`src/rtl/psram_rd_pkg.sv`:
```
package psram_rd_pkg;

    localparam int unsigned WORD_W    = 16;
    localparam int unsigned PAGE_BITS = 4;

    typedef enum logic [1:0] {
        ST_CLOSED = 2'd0,
        ST_ACCESS = 2'd1,
        ST_OPEN   = 2'd2,
        ST_GAP    = 2'd3
    } rd_state_e;

    typedef struct packed {
        logic hit;
        logic fits;
        logic stay;
    } win_view_t;

    function automatic logic holds_ce(rd_state_e s);
        return (s == ST_ACCESS) || (s == ST_OPEN);
    endfunction

endpackage

```
`src/rtl/psram_page_track.sv`:
```
module psram_page_track #(
    parameter int unsigned TAG_W = 17
) (
    input  logic             clk,
    input  logic             rst,
    input  logic             capture,
    input  logic [TAG_W-1:0] tag_in,
    output logic [TAG_W-1:0] tag_q,
    output logic             hit
);

    always_ff @(posedge clk) begin
        if (rst) begin
            tag_q <= '0;
        end else if (capture) begin
            tag_q <= tag_in;
        end
    end

    assign hit = (tag_q == tag_in);

endmodule

```
`src/rtl/psram_ce_window.sv`:
```
module psram_ce_window #(
    parameter int unsigned T_CEM = 40,
    parameter int unsigned TW    = 3
) (
    input  logic          clk,
    input  logic          rst,
    input  logic          ce_low,
    input  logic [TW-1:0] need,
    output logic          fits,
    output logic          stay_ok
);

    localparam int unsigned CW = $clog2(T_CEM + (1 << TW) + 3);

    logic [CW-1:0] low_cnt;

    always_ff @(posedge clk) begin
        if (rst || !ce_low) begin
            low_cnt <= '0;
        end else if (low_cnt != CW'(T_CEM)) begin
            low_cnt <= low_cnt + 1'b1;
        end
    end

    // low_cnt counts earlier low cycles; the current one adds one more
    assign fits    = (low_cnt + CW'(1) + CW'(need)) <= CW'(T_CEM);
    assign stay_ok = (low_cnt + CW'(2)) <= CW'(T_CEM);

endmodule

```
`src/rtl/psram_access_timer.sv`:
```
module psram_access_timer #(
    parameter int unsigned TW = 3
) (
    input  logic          clk,
    input  logic          rst,
    input  logic          load,
    input  logic [TW-1:0] length,
    output logic          last
);

    logic [TW-1:0] remain;

    always_ff @(posedge clk) begin
        if (rst) begin
            remain <= '0;
        end else if (load) begin
            remain <= length - 1'b1;
        end else if (remain != '0) begin
            remain <= remain - 1'b1;
        end
    end

    assign last = (remain == '0);

endmodule

```
`src/rtl/psram_page_reader.sv`:
```
module psram_page_reader
    import psram_rd_pkg::*;
#(
    parameter int unsigned AW     = 21,
    parameter int unsigned T_RAND = 7,
    parameter int unsigned T_PAGE = 2,
    parameter int unsigned T_CEM  = 40
) (
    input  logic              clk,
    input  logic              rst,
    input  logic              page_en,
    input  logic              req_valid,
    output logic              req_ready,
    input  logic [AW-1:0]     req_addr,
    output logic              rsp_valid,
    output logic [WORD_W-1:0] rsp_data,
    output logic              mem_ce_n,
    output logic              mem_oe_n,
    output logic              mem_adv_n,
    output logic              mem_clk,
    output logic [AW-1:0]     mem_addr,
    input  logic [WORD_W-1:0] mem_dq_in
);

    localparam int unsigned TW    = $clog2(T_RAND + 1);
    localparam int unsigned TAG_W = AW - PAGE_BITS;

    rd_state_e            state_q, state_d;
    logic [PAGE_BITS-1:0] low_q;
    logic [TAG_W-1:0]     tag_q;
    logic                 accept;
    logic                 ce_low;
    logic                 timer_load;
    logic                 timer_last;
    logic [TW-1:0]        need;
    logic [TW-1:0]        load_len;
    win_view_t            view;

    assign req_ready = (state_q == ST_CLOSED) || (state_q == ST_OPEN);
    assign accept    = req_valid && req_ready;
    assign ce_low    = holds_ce(state_q);

    assign need = (state_q == ST_OPEN && page_en && view.hit) ? TW'(T_PAGE) : TW'(T_RAND);

    psram_page_track #(.TAG_W(TAG_W)) u_track (
        .clk     (clk),
        .rst     (rst),
        .capture (accept),
        .tag_in  (req_addr[AW-1:PAGE_BITS]),
        .tag_q   (tag_q),
        .hit     (view.hit)
    );

    psram_ce_window #(.T_CEM(T_CEM), .TW(TW)) u_window (
        .clk     (clk),
        .rst     (rst),
        .ce_low  (ce_low),
        .need    (need),
        .fits    (view.fits),
        .stay_ok (view.stay)
    );

    psram_access_timer #(.TW(TW)) u_timer (
        .clk    (clk),
        .rst    (rst),
        .load   (timer_load),
        .length (load_len),
        .last   (timer_last)
    );

    always_comb begin
        state_d    = state_q;
        timer_load = 1'b0;
        load_len   = TW'(T_RAND);
        unique case (state_q)
            ST_CLOSED: begin
                if (accept) begin
                    state_d    = ST_ACCESS;
                    timer_load = 1'b1;
                end
            end
            ST_OPEN: begin
                if (accept) begin
                    if (view.fits) begin
                        state_d    = ST_ACCESS;
                        timer_load = 1'b1;
                        load_len   = need;
                    end else begin
                        state_d = ST_GAP;
                    end
                end else if (!page_en || !view.stay) begin
                    state_d = ST_CLOSED;
                end
            end
            ST_ACCESS: begin
                if (timer_last) begin
                    state_d = (page_en && view.stay) ? ST_OPEN : ST_CLOSED;
                end
            end
            ST_GAP: begin
                state_d    = ST_ACCESS;
                timer_load = 1'b1;
            end
            default: state_d = ST_CLOSED;
        endcase
    end

    always_ff @(posedge clk) begin
        if (rst) begin
            state_q   <= ST_CLOSED;
            low_q     <= '0;
            rsp_valid <= 1'b0;
            rsp_data  <= '0;
        end else begin
            state_q   <= state_d;
            rsp_valid <= 1'b0;
            if (accept) begin
                low_q <= req_addr[PAGE_BITS-1:0];
            end
            if (state_q == ST_ACCESS && timer_last) begin
                rsp_valid <= 1'b1;
                rsp_data  <= mem_dq_in;
            end
        end
    end

    assign mem_ce_n  = !ce_low;
    assign mem_oe_n  = !ce_low;
    assign mem_adv_n = !ce_low;
    assign mem_clk   = 1'b0;
    assign mem_addr  = {tag_q, low_q};

endmodule

```
`config.mk`:
```
export PLATFORM = sky130hd
export DESIGN_NAME = psram_page_reader
export DESIGN_NICKNAME = d
export VERILOG_FILES = /design/src/rtl/psram_rd_pkg.sv /design/src/rtl/psram_page_track.sv /design/src/rtl/psram_ce_window.sv /design/src/rtl/psram_access_timer.sv /design/src/rtl/psram_page_reader.sv
export SDC_FILE = /design/constraint.sdc
export NUM_CORES = 1
export LEC_CHECK = 0
export ABC_AREA = 1
export CORE_ASPECT_RATIO = 1.5
export CORE_UTILIZATION = 48
export CTS_CLUSTER_SIZE = 25
export DETAILED_ROUTE_END_ITERATION = 8
export DONT_BUFFER_PORTS = 1
export PLACE_DENSITY_LB_ADDON = 0.12
export SYNTH_ARGS = -nofsm -noshare
export SYNTH_HDL_FRONTEND = slang
export SYNTH_SLANG_ARGS = --single-unit
```
`constraint.sdc`:
```
create_clock -name clk -period 4.7 [get_ports clk]
set_clock_uncertainty 0.05 [all_clocks]
set_input_delay 0.47 -clock clk [delete_from_list [all_inputs] [get_ports clk]]
set_output_delay 0.47 -clock clk [all_outputs]
set_load 0.01 [all_outputs]
```
==> results.txt <==
status = finished, final reports clean
CP Class = reg2reg
CP arrival = 3.35 ns
RSZ-0062 raised after global routing = no
Clock Path Buffers = 2
Root Driver = clkbuf_8
first-pass iteration count of the detailed router = 4
critical path launch point type = register
CP required = 4.86 ns
Final GP Congestion = 0.827
I/O Pins = 84
top post-synthesis cells by area = dfxtp_1, nand2_1, a21oi_1
core area = 5450 um2
share of layout cells above drive strength 1 = 8.48%
initial DRC count = 104
CP endpoint kind = register
post-synth top area cell = dfxtp_1
Worst path slowest cell = dfxtp_1
minimum clock period after layout = 3.19 ns
f_max = 313 MHz
Final nets = 441
port bufs = 0
Top cell by count, worst path = nand2_1
maximum VDD drop = 0.306 mV
initial antenna violation count = 0
DRT met1 WL = 2290 um
Syn Nets = 448
highest routed layer = met4
Mapped Cells = 395
Final setup viols = 0
Initial Utilization = 49.6%
Ys Warns = 0
ys async rst share = 0%
post-synthesis average cell area = 6.85 um2
via count = 2402
DR WL met2 = 3100 um
metal3 WL = 407 um
overall die area = 5950 um2
design area = 2860 um2
total gr overflow = 0
PostCTS Resize Cnt = 0
worst rel slew slack = 25.2%
Die Y = 93.9 um
Antenna Violating Nets Remaining = 0
Layout Area Growth over Synthesis = 5.78%
cell with the most instances after synthesis = nand2_1
Final Cycle Share = 68.0%
Yosys top cell area share = 36.3%
Placed Area = 2720 um2
synthesized area = 2710 um2
Hold Fails Final Rpt = 0
htree depth = 2
setup_tns = 0 ns
Final HPWL DP = 4640 um
vias in the first global route = 2293
WP buf/inv = 4
EDFF count, synth = 0
total track usage = 21.4%
drt total wl = 6000 um
critical-path maximum fanout = 6
most frequent cells after synthesis = nand2_1, dfxtp_1, inv_1
Final Max Slew Viols = 0
Routed WL per cell = 13.1 um
largest net degree at the start of global routing = 36
Die X = 63.3 um
Yosys reg bits = 49
actual slew at the worst max-slew pin = 1.12 ns
Seq/Total Area, Yosys = 36.3%
first-pass GRT wire length = 10000 um
Sink Count = 49
CTS clock-pin slew for the worst setup and hold paths = 0.09 ns
setup bufs post-CTS = 0
hold_buf cts = 0
power density over the cells = 596 nW/um2
ys flop type = dfxtp_1
utilization after layout = 52.5%
worst hold path class = in2reg
worst skew pair latency = 0.30 ns
TritonCTS Buffers = 5
Inserted Diodes = 0
CTS tree = done
max_cap viols = 0
vias per cell = 5.23
DRC = 0
Lkg Pwr = 1.28 nW
delay-heaviest family, CP = simple AND/OR/NAND/NOR gates
Row Count = 33
unique cell type count in the Yosys netlist = 36
slowest cell delay on critical path = 0.34 ns
## cells by family (layout without fill, tap and decap cells)
| group | count (synthesis) | in the layout | synth area share (%) |
|---|---|---|---|
| flops | 49 | 49 | 36.3 |
| other cells | 1 | 1 | 0.139 |
| fa+ha+maj | 12 | 12 | 5.55 |
| xor+xnor | 9 | 9 | 2.91 |
| buf+inv | 65 | 59 | 9.76 |
| compound gates | 72 | 72 | 14.0 |
| simple gates | 187 | 187 | 31.4 |
## worst paths after layout
check | startpoint | end | slack (ns) | cells past startpoint
setup / recovery | state_q[0]$_SDFFE_PP0P_ | u_timer.remain[2]$_SDFFE_PP0P_ | 1.51 | 26
hold / removal | rst | rsp_data[11]$_SDFFE_PP0P_ | 0.17 | 1
setup reg to reg | state_q[0]$_SDFFE_PP0P_ | u_timer.remain[2]$_SDFFE_PP0P_ | 1.51 | 26
hold reg to reg | rsp_data[2]$_SDFFE_PP0P_ | rsp_data[2]$_SDFFE_PP0P_ | 0.45 | 2
## state kept, by name, summed over array words and instances, names as in the netlist
register          count
rsp_data             16
u_window.low_cnt      6
state_q               2
rsp_valid             1
u_track.tag_q        17
low_q                 4
u_timer.remain        3
## report_power, final
part           total, mW  switching (mW)  internal, mW
Sequential         0.667           0.136         0.531
Combinational      0.676           0.448         0.229
Clock              0.361           0.147         0.214
## layout make-up
class | count | area [um2]
multi-input cells | 281 | 1460
well taps | 70 | 87.6
fillers | 565 | 2590
clock inverters | 3 | 68.8
flip-flops and latches | 49 | 981
repair buffers | 1 | 7.51
inverters | 50 | 188
clock buffers | 5 | 68.8
## routing by layer
layer  track usage (%)  vias to the layer above
li1                  -                     1253
met1              21.7                     1054
met2              39.6                       79
met3              5.70                       16
met4              11.0                        0
met5                 0                        -
## layout by cell type, fill, tap and decap left out, types with 2 or more instances in the layout
master,synthesis,final
bufinv_16,0,2
dfxtp_1,49,49
nor2_2,2,2
nor2_1,36,36
or2_2,3,3
clkbuf_8,0,5
inv_2,3,3
nand2_1,89,89
xnor2_1,2,2
ha_1,12,12
nand2_2,8,8
a211oi_1,2,2
nand2_4,2,2
a21oi_1,39,39
xor2_1,7,7
nor3_1,4,4
nand3_2,3,3
o21ai_0,26,26
nand4_1,8,8
nand3_1,27,27
inv_1,46,46
## stage by stage
stage | power [mW] | setup slack, ns | hold slack, ns | std cells
floorplan | 1.23 | 1.82 | 0.436 | 395
global placement | 1.34 | 1.59 | 0.437 | 451
detailed placement | 1.36 | 1.51 | 0.441 | 451
CTS | 1.72 | 1.49 | 0.163 | 459
global route | 1.87 | 1.05 | 0.141 | 459
finish | 1.70 | 1.51 | 0.170 | 459
Note: power is estimated with default switching activity, not from simulation.
